File: src/rtl/pwm_quad.sv
module pwm_quad #(
  parameter int CH = 4,
  parameter int DW = 16,
  parameter int PSMAX = 10
) (
  input  logic        clk,
  input  logic        rst_n,
  input  logic        wr_en,
  input  logic        rd_en,
  input  logic [11:0] addr,
  input  logic [31:0] wdata,
  output logic [31:0] rdata,
  output logic [3:0]  pwm_out
);
  localparam int PW = PSMAX;

  logic [DW-1:0] duty_v [CH];
  logic [DW-1:0] dsh_v  [CH];
  logic [DW-1:0] per_v  [CH];
  logic [DW-1:0] psh_v  [CH];
  logic [DW-1:0] cnt_v  [CH];
  logic [3:0]    psel_v [CH];
  logic [CH-1:0] pol_v, run_v, endp_v, isr_q;

  wire en_wr    = wr_en && addr == 12'h004;
  wire dis_wr   = wr_en && addr == 12'h008;
  wire isr_rd   = rd_en && addr == 12'h01C;
  wire bank_hit = addr[11:7] == 5'b00100;
  wire [1:0] bch  = addr[6:5];
  wire [4:0] boff = addr[4:0];

  for (genvar i = 0; i < CH; i++) begin : g_ch
    logic run, stop, dpend, ppend, pol;
    logic [3:0] psel;
    logic [DW-1:0] duty, dsh, per, psh, cnt;
    logic [PW-1:0] pre;

    wire hit    = wr_en && bank_hit && bch == 2'(i);
    wire w_mode = hit && boff == 5'h00;
    wire w_duty = hit && boff == 5'h04;
    wire w_dsh  = hit && boff == 5'h08;
    wire w_per  = hit && boff == 5'h0C;
    wire w_psh  = hit && boff == 5'h10;

    wire [3:0]    sel  = (psel > 4'(PSMAX)) ? 4'(PSMAX) : psel;
    wire [PW:0]   mask = (PW+1)'(((PW+1)'(1) << sel) - (PW+1)'(1));
    wire          tick = run && pre == mask[PW-1:0];
    wire          endp = tick && ({1'b0, cnt} + (DW+1)'(1) >= {1'b0, per});

    always_ff @(posedge clk or negedge rst_n) begin
      if (!rst_n) begin
        run <= 1'b0; stop <= 1'b0; dpend <= 1'b0; ppend <= 1'b0; pol <= 1'b0;
        psel <= '0; duty <= '0; dsh <= '0; per <= '0; psh <= '0;
        cnt <= '0; pre <= '0;
      end else begin
        if (w_mode) begin
          psel <= wdata[3:0];
          pol  <= wdata[9];
        end
        if (run) begin
          pre <= tick ? '0 : pre + PW'(1);
          if (tick) cnt <= endp ? '0 : cnt + DW'(1);
        end
        if (endp) begin
          if (dpend) begin duty <= dsh; dpend <= 1'b0; end
          if (ppend) begin per <= psh; ppend <= 1'b0; end
          if (stop)  begin run <= 1'b0; stop <= 1'b0; end
        end
        if (w_duty && !run) duty <= wdata[DW-1:0];
        if (w_per && !run)  per  <= wdata[DW-1:0];
        if (w_dsh) begin dsh <= wdata[DW-1:0]; dpend <= 1'b1; end
        if (w_psh) begin psh <= wdata[DW-1:0]; ppend <= 1'b1; end
        if (en_wr && wdata[i]) begin
          run  <= 1'b1;
          stop <= 1'b0;
          if (!run) begin cnt <= '0; pre <= '0; end
        end else if (dis_wr && wdata[i] && run) begin
          stop <= 1'b1;
        end
      end
    end

    assign pwm_out[i] = (run && cnt >= duty) ^ pol;
    assign duty_v[i] = duty;
    assign dsh_v[i]  = dsh;
    assign per_v[i]  = per;
    assign psh_v[i]  = psh;
    assign cnt_v[i]  = cnt;
    assign psel_v[i] = psel;
    assign pol_v[i]  = pol;
    assign run_v[i]  = run;
    assign endp_v[i] = endp;
  end

  always_ff @(posedge clk or negedge rst_n)
    if (!rst_n) isr_q <= '0;
    else        isr_q <= (isr_rd ? '0 : isr_q) | endp_v;

  always_comb begin
    rdata = '0;
    if (rd_en) begin
      if (addr == 12'h00C) rdata[CH-1:0] = run_v;
      else if (addr == 12'h01C) rdata[CH-1:0] = isr_q;
      else if (bank_hit) begin
        case (boff)
          5'h00: begin rdata[3:0] = psel_v[bch]; rdata[9] = pol_v[bch]; end
          5'h04: rdata[DW-1:0] = duty_v[bch];
          5'h08: rdata[DW-1:0] = dsh_v[bch];
          5'h0C: rdata[DW-1:0] = per_v[bch];
          5'h10: rdata[DW-1:0] = psh_v[bch];
          default: rdata = '0;
        endcase
      end
    end
  end
endmodule


File: config.mk
export PLATFORM = sky130hd
export DESIGN_NAME = pwm_quad
export DESIGN_NICKNAME = d
export VERILOG_FILES = /design/src/rtl/pwm_quad.sv
export SDC_FILE = /design/constraint.sdc
export NUM_CORES = 1
export LEC_CHECK = 0
export ABC_CLOCK_PERIOD_IN_PS = 5400
export BUFFER_PORTS_ARGS = -buffer_cell sky130_fd_sc_hd__buf_2
export CAP_MARGIN = 30
export CORE_UTILIZATION = 39
export DETAILED_ROUTE_END_ITERATION = 8
export PLACE_DENSITY_LB_ADDON = 0.25
export SLEW_MARGIN = 40
export SYNTH_ARGS = -nofsm -noshare
export SYNTH_HDL_FRONTEND = slang
export SYNTH_SLANG_ARGS = --single-unit
File: constraint.sdc
create_clock -name clk -period 5.4 [get_ports clk]
set_input_delay 0 -clock clk [delete_from_list [all_inputs] [get_ports clk]]
set_output_delay 0 -clock clk [all_outputs]
set_load 0.03 [all_outputs]
### Yosys cells after proc, flatten, opt, wreduce, memory -nomap -nowiden

Cells that the tools add are included.

* register bits: 400
* input port bits: 48
* output and inout bits: 36
* logic and storage cells: 343

* $add $sub $neg: 16
* order comparisons: 14
* equality and inequality tests: 16
* shifts and indexed selects: 4
* multiplexer cells: 124
* bitwise operators: 6
* reductions and logical operators: 114

Operators by type and width (number)
* 16-bit two-way mux: 53
* 10-bit two-way mux: 16
* 16-bit binary-select mux with 2-bit select: 4
* 16-bit by 1-bit adder with 17-bit output, second input constant: 4
* 17-bit by 16-bit greater-or-equal comparator with 1-bit output: 4
* 16-bit by 1-bit adder with 16-bit output, second input constant: 4
* 16-bit greater-or-equal comparator: 4
* 2-bit nonzero test: 32
* 1-bit logical AND: 60
* 10-bit by 1-bit adder with 10-bit output, second input constant: 4
* 10-bit equality test: 4
* 1-bit by 4-bit << shifter with 10-bit output, first input constant: 4
* 10-bit by 2-bit subtractor with 10-bit output, second input constant: 4
* 4-bit two-way mux: 9
* 1-bit two-way mux: 33
* 32-bit two-way mux: 1
* 28-bit two-way mux: 1
* 12-bit by 4-bit equality test with 1-bit output, second input constant: 2
* 6-bit one-hot mux with 4 select lines: 1
* 2-bit AND reduction: 12
* 4-bit one-hot mux with 5 select lines: 1
* 5-bit one-hot mux with 4 select lines: 1
* 4-bit > comparator, second input constant: 4
* 12-bit by 3-bit equality test with 1-bit output, second input constant: 1
* other kinds (19): 31

### Logic depth before layout (Yosys ltp)

Gate-level depths: netlist of the first run.

* word-level depth: 12
* depth in mapped cells: 16
* gate-level depth less buffers: 14

### Worst setup path after synthesis of the first run

OpenSTA, ideal clock, no wires.

* path kind: flip-flop to flip-flop
* start point: register g_ch[1].cnt[0]
* end point: register g_ch[1].cnt[3]
* setup time: 0.136 ns
* data arrival time: 3.809 ns
* data required time: 5.264 ns
* slack: 1.455 ns
* cell stages (with the launch flop): 17
* path buffers: 2
* clock period less this slack: 3.945 ns
* cells stage by stage: dfrtp_1 ha_1 nand3_1 nor3_1 and3_1 nand3_1 xnor2_1 ha_1 nand4_1 or4_1 o21ai_1 nor2b_1 and2_1 clkbuf_1 clkbuf_1 a21oi_1 o32ai_2

* word-level cells in the longest chain between the ends: 8
* elaborated cells on any way between the ends: 9
* those cells by class: add/sub (2); order compare (1); mux (5); reduce/logical (1)

Ends and longest elaborated chain
* from (decl): line 35 `logic [DW-1:0] duty, dsh, per, psh, cnt;`
* from (signal assigned): line 62 `if (tick) cnt <= endp ? '0 : cnt + DW'(1);`
* 16-bit by 1-bit adder with 17-bit output: line 48 `wire endp = tick && ({1'b0, cnt} + (DW+1)'(1) >= {1'b0, per});`
* 17-bit by 16-bit greater-or-equal comparator with 1-bit output: line 48
* 1-bit logical AND: line 48
* 16-bit two-way mux * (2 in a row): line 62
* 16-bit two-way mux *: line 60 `if (run) begin`
* 16-bit two-way mux: line 76 `if (!run) begin cnt <= '0; pre <= '0; end`
* 16-bit two-way mux *: line 73 `if (en_wr && wdata[i]) begin`

Mark *: on every way between the ends. The rest lies on a longest branch, timed or not.
A chain may end at the register's enable or synchronous reset.

### Final worst setup path of the first run

* start point: register g_ch[2].cnt[0]
* end point: register g_ch[2].cnt[5]

* word-level cells in the longest chain between the ends: 8
* elaborated cells on any way between the ends: 9
* those cells by class: add/sub (2); order compare (1); mux (5); reduce/logical (1)

Ends and longest elaborated chain (line)
* from (decl): 35
* from (signal assigned): 62
* 16-bit by 1-bit adder with 17-bit output: 48
* 17-bit by 16-bit greater-or-equal comparator with 1-bit output: 48
* 1-bit logical AND: 48
* 16-bit two-way mux * (2 in a row): 62
* 16-bit two-way mux *: 60
* 16-bit two-way mux: 76
* 16-bit two-way mux *: 73

Marked as above.

==> metrics, run 1 <==
Area contributors post-synth=dfrtp_1 40%, ha_1 6.9%, mux4_2 6.1%, mux2_2 6.0%, mux2i_1 3.8%; residual DRC count=0; Critical Path Sink Type=flip-flop; final worst-path cycle share=83.1%; fill cell count=about 6k; CP required=~5900 ps; Critical Path AT=roughly 5000 ps; footprint of the multi-input gates=14100 um2; Post-Syn Area per Cell=roughly 10 um2; Peak VDD IR=around 0.00025 V; vias per cell=~6; Overall Power=approximately 8000 uW; yosys warns=0; minimum clock period=approximately 4500 ps; Vias=between 20k and 25k; largest net degree at the start of global routing=about 150; Reg clk slew, reported paths=approximately 60 ps; Initial Utilization=about 40%; status=finished clean; Leakage Power=between 0.01 and 0.015 uW; Async S/R FF share, synth=100%; Rows=a little over 90; Sequential Area=between 10000 and 15000 um2; Die W=between 200 and 300 um; die area=about 66000 um2; global route overflow=0; Placed Cells=between 3k and 4k; Core Region=roughly 64000 um2; Total Routing Usage GR=between 20 and 30%; RSZ-0062 raised after global routing=no; worst skew pair latency=610 ps; Place WS=1000 ps; antenna viol nets, final=0; first-pass GRT wire length=approximately 130 mm; Syn Inst Count=2526; final hold viol count=0; Die Height=approximately 260 um; layout cells sized above 1=between 10% and 20%; setup_tns=0 ps; CTS Root Cell=clkbuf_16; Seq cells post-synth=400; routability cong.=0.915; detailed-route wire length per cell=around 25 um; Relative slew margins=between 40% and 50%; CTS Buffer Depth=3; max frequency=223 MHz; EDFF count, synth=0; CTS Buf Count=between 40 and 50; CTS Sinks=400; area share of the largest cell type after synthesis=around two fifths; commonest cells after routing, fill and taps aside=400 x dfrtp_1, 171 x nand2_1, 165 x inv_1; CTS tree=done; mapped cell area=25300 um2; Worst Skew=about 26 ps; Slew Limit Fails=0; ANT cells=0; Startpoint Class=flip-flop; Worst-Margin Slew=858 ps; Non-Filler Instances=approximately 3.4k; Cell variety after synth=79; Resized Gates After CTS=0; hold buffer count at cts=17; dpl hpwl=around 61 mm; share of the yosys chip area belonging to registers=between 30% and 40%; commonest non-fill, non-tap cell in the layout=dfrtp_1; max_cap viols=0; Pre-Repair DR Iteration Count=6; Setup Viol. Count Final=0; Synth area leader=dfrtp_1; Final Util=44.5%; Critical Path Fanout Max=23; PwrDens=between 200 and 300 nW/um2; IO Port Bufs=51; drt total wl=84.8 mm; Worst Hold Class=in2reg; Syn-to-layout area delta=11.9%; Post-layout nets=approximately 2.7k; ys flop type=dfrtp_1; Post-CTS Repair Setup Buffers=0; initial antenna violation count=3; setup ws final=~910 ps; Setup CP Type=reg2reg; Ports=84; vias in the first global route=roughly 20k; H-tree depth=2; First DRT Iteration DRCs=2067
## routing by layer
metal / global-route usage, % / part of all wire [%] / routed length (um)
met2: 39.2 / 45 / 38000
met1: 35.8 / 43 / 36600
met4: 8.71 / 3.3 / 2780
met5: 0 / 0.014 / 12
met3: 5.19 / 8.7 / 7400
## report_power, final
group / switching (uW) / internal (uW)
clock: 1400 / 2110
sequential: 227 / 3120
combinational: 726 / 520
total: 2350 / 5750
## through the flow
stage          cell area, um2  hold slack (ps)
2_1_floorplan           25300             -296
3_3_place_gp            26200              109
3_5_place_dp            26300              107
4_1_cts                 28200             23.7
5_1_grt                 28300             62.1
6_report                28300             83.7
## Yosys cell counts, drive strengths merged (38+ instances only)
library cell	n
o21ai	104
mux2	134
xor2	47
mux4	69
ha	140
nor2	144
nand2	174
nor3	57
clkbuf	111
nand3	78
and3	38
or3	41
inv	165
o22ai	53
mux2i	97
a21oi	155
dfrtp	400
buf	57
xnor2	54
## worst paths after layout
kind | start | endpoint | slack [ps] | depth (start not counted)
worst max-delay path | g_ch[2].cnt[0]$_DFF_PN0_ | g_ch[2].cnt[5]$_DFF_PN0_ | 910 | 12
worst min-delay path | addr[4] | isr_q[0]$_DFF_PN0_ | 80 | 4
worst max register to register | g_ch[2].cnt[0]$_DFF_PN0_ | g_ch[2].cnt[5]$_DFF_PN0_ | 910 | 12
worst min register to register | g_ch[1].stop$_DFFE_PN0P_ | g_ch[1].run$_DFFE_PN0P_ | 470 | 1
max in group asynchronous | rst_n | g_ch[1].pre[9]$_DFF_PN0_ | 3750 | 5
min in group asynchronous | rst_n | g_ch[0].duty[14]$_DFFE_PN0P_ | 410 | 3
## cell type report
type	count	area share [%]
sequential	400	35.4
clock buffer	69	5.13
multi-input combinational	1808	49.7
tap	846	3.74
clock inverter	18	0.911
inverter	165	2.19
timing repair buffer	108	2.94
## registers in the layout, summed over array words and instances (netlist names)
signal      count
g_ch.dsh       64
isr_q           4
g_ch.dpend      4
g_ch.ppend      4
g_ch.psel      16
g_ch.psh       64
g_ch.run        4
g_ch.pre       40
g_ch.pol        4
g_ch.stop       4
g_ch.duty      64
g_ch.per       64
g_ch.cnt       64
## worst max-delay path, stage by stage (launching register included)
cell and delay, ps:
dfrtp_1 440, ha_1 290, nand4_1 190, nor3_1 450, nand4_1 230, xnor2_1 180
ha_1 300, a21o_1 160, a21o_1 170, a221oi_1 560, nand2_1 630, or4_1 640
a21oi_1 170
## kinds of logic after synthesis
family                   count (synthesis)  synth area share (%)
AO/OA/AOI/OAI                          541                  14.2
adder cells (fa/ha/maj)                140                  6.93
multiplexers                           300                  16.0
other                                    1                0.0148
buffers and inverters                  333                  5.42
XOR/XNOR                               101                  3.50
AND/OR/NAND/NOR                        710                  14.4
flip-flops                             400                  39.6
Note: power is estimated with default switching activity, not from simulation.
==> inputs of run 2 (changes only) <==
Settings changed: ABC_AREA set to 1, ABC_CLOCK_PERIOD_IN_PS 5400 to 4200.
Clock period 5.4 ns to 4.2 ns, I/O delays scaled along.
==> run 2 against run 1 <==
Setup slack lost 440 ps. Hold slack lost 70 ps. Non-clock buffer count rose by 1. Critical endpoint is now g_ch[2].cnt[8]$_DFF_PN0_.
==> metrics, run 2 <==
CTS Buffer Depth=3; dpl hpwl=approximately 63 mm; Startpoint Class=flip-flop; Leakage Power=~0.014 uW; Syn Inst Count=3554; yosys warns=0; Area contributors post-synth=dfrtp_1 39%, nand2_1 14%, o21ai_0 7.0%, ha_1 6.8%, nand3_1 6.2%; Peak VDD IR=~0.00027 V; CTS Sinks=400; Worst Skew=roughly 24 ps; commonest non-fill, non-tap cell in the layout=nand2_1; Die W=about 260 um; Die Height=~260 um; GR peak layer=met2; setup_tns=0 ps; drt total wl=between 80 and 90 mm; GR Util met2=40.0%; Async S/R FF share, synth=100%; Worst Hold Class=in2async; CTS Buf Count=48; Post-Syn Area per Cell=between 7 and 8 um2; share of the yosys chip area belonging to registers=roughly 39%; Final Util=a little over two fifths; Slew Limit Fails=0; IO Port Bufs=51; Placed Cells=between 4k and 5k; Critical Path Sink Type=flip-flop; First DRT Iteration DRCs=around 2.3k; CP required=approximately 4700 ps; area of placed instances=26900 um2; Resized Gates After CTS=0; worst skew pair latency=approximately 600 ps; Pre-Repair DR Iteration Count=6; max_cap viols=0; mapped cell area=25900 um2; Synth area leader=dfrtp_1; CTS tree=done; Relative slew margins=a little under half; Setup Viol. Count Final=0; Syn-to-layout area delta=11.1%; R2R depth=15; final worst-path cycle share=88.6%; met3 Usage GRT=between 3 and 4%; reg2reg start=g_ch[2].cnt[2]$_DFF_PN0_; die area=around 68000 um2; vias in the first global route=22.5k; Worst-Margin Slew=roughly 820 ps; status=finished clean; largest net degree at the start of global routing=between 100 and 150; Cell variety after synth=51; residual DRC count=0; ANT cells=0; global route overflow=0; first-pass GRT wire length=roughly 130 mm; Total Routing Usage GR=25.8%; Post-layout nets=between 3k and 4k; H-tree depth=2; Initial Utilization=about two fifths; EDFF count, synth=0; Setup CP Type=reg2reg; max frequency=about 270 MHz; minimum clock period=between 3000 and 4000 ps; Non-Filler Instances=roughly 4.5k; Ports=84; Critical Path Fanout Max=13; vias per cell=between 5 and 6; layout cells sized above 1=about 7.4%; initial antenna violation count=0; Vias=~24k; CTS Root Cell=clkbuf_16; RSZ-0062 raised after global routing=no; detailed-route wire length per cell=19.5 um; met1 Use GR=about 37%; Reg clk slew, reported paths=60 ps; area share of the largest cell type after synthesis=38.6%; Post-CTS Repair Setup Buffers=0; ys flop type=dfrtp_1; Rows=94; synth cell count leaders=989 x nand2_1, 409 x inv_1, 400 x dfrtp_1, 364 x o21ai_0, 319 x nand3_1; Core Region=between 60000 and 70000 um2; routability cong.=0.927; most common cell in the netlist=nand2_1; Seq cells post-synth=400; CP startpoint=g_ch[2].cnt[2]$_DFF_PN0_; final hold viol count=0; Final Cell Area=roughly 29000 um2; Critical Path AT=4190 ps; PwrDens=405 nW/um2; commonest cells after routing, fill and taps aside=982 x nand2_1, 406 x inv_1, 400 x dfrtp_1; antenna viol nets, final=0
==> run 2: logic make-up (layout without fill, tap and decap cells) <==
family                   after synthesis  count (layout)  synth area share, %
flip-flops                           400             400                 38.6
adder cells (fa/ha/maj)              140             140                 6.75
buffers and inverters                604             627                 9.46
XOR/XNOR                              77              77                 2.63
AND/OR/NAND/NOR                     1653            1653                 27.9
AO/OA/AOI/OAI                        679             679                 14.7
other                                  1              16               0.0145
==> run 2: metrics by stage <==
stage          setup WS, ps  total power, uW  hold slack [ps]
3_3_place_gp            627             7100             84.9
3_5_place_dp            549             7150             95.9
6_report                477            11700             14.0
5_1_grt                79.2            12300             49.3
2_1_floorplan          1280             6380             -296
4_1_cts                 493            11700             12.1
==> run 2: critical path, stage by stage, from the launching register on <==
cell and delay [ps]:
dfrtp_1 440, nand3_1 190, nor3_1 370, nand3_1 190, inv_1 110, nand3_1 90
nor3_1 200, xor2_1 140, ha_1 360, inv_1 70, nor4_1 350, nand3_1 120
nand3_1 270, nand2_4 170, nand2_1 420, nor2_1 100
==> run 2: area by class of cell <==
class	count	area, um2
clock buffer	64	1370
clock inverter	21	324
fill	6764	36900
inverter	433	1630
multi-input combinational	2565	13600
sequential	400	10000
tap	864	1080
timing repair buffer	109	803
==> run 2: where the power goes <==
| group | internal, uW | switching, uW |
|---|---|---|
| Sequential | 4130 | 415 |
| Combinational | 919 | 1650 |
| Clock | 2780 | 1790 |
| Total | 7830 | 3850 |
==> run 2: what timing repair did <==
action,CTS,global route
hold buffers,21,0
endpoints found under the hold margin,177,0
setup endpoints to repair,0,0
==> run 2: worst paths after layout <==
| path | endpoint | slack (ps) |
|---|---|---|
| max | g_ch[2].cnt[8]$_DFF_PN0_ | 480 |
| min | g_ch[0].pre[9]$_DFF_PN0_ | 10 |
| max reg2reg | g_ch[2].cnt[8]$_DFF_PN0_ | 480 |
| min reg2reg | isr_q[2]$_DFF_PN0_ | 480 |
| max in group asynchronous | g_ch[2].dsh[8]$_DFFE_PN0P_ | 2990 |
| min in group clk | g_ch[3].cnt[15]$_DFF_PN0_ | 40 |
==> run 2: layer usage <==
layer / routed length, um / vias to the layer above
met5: 0 / -
li1: - / 11700
met1: 39800 / 11400
met4: 2260 / 0
met2: 38400 / 871
met3: 6260 / 127
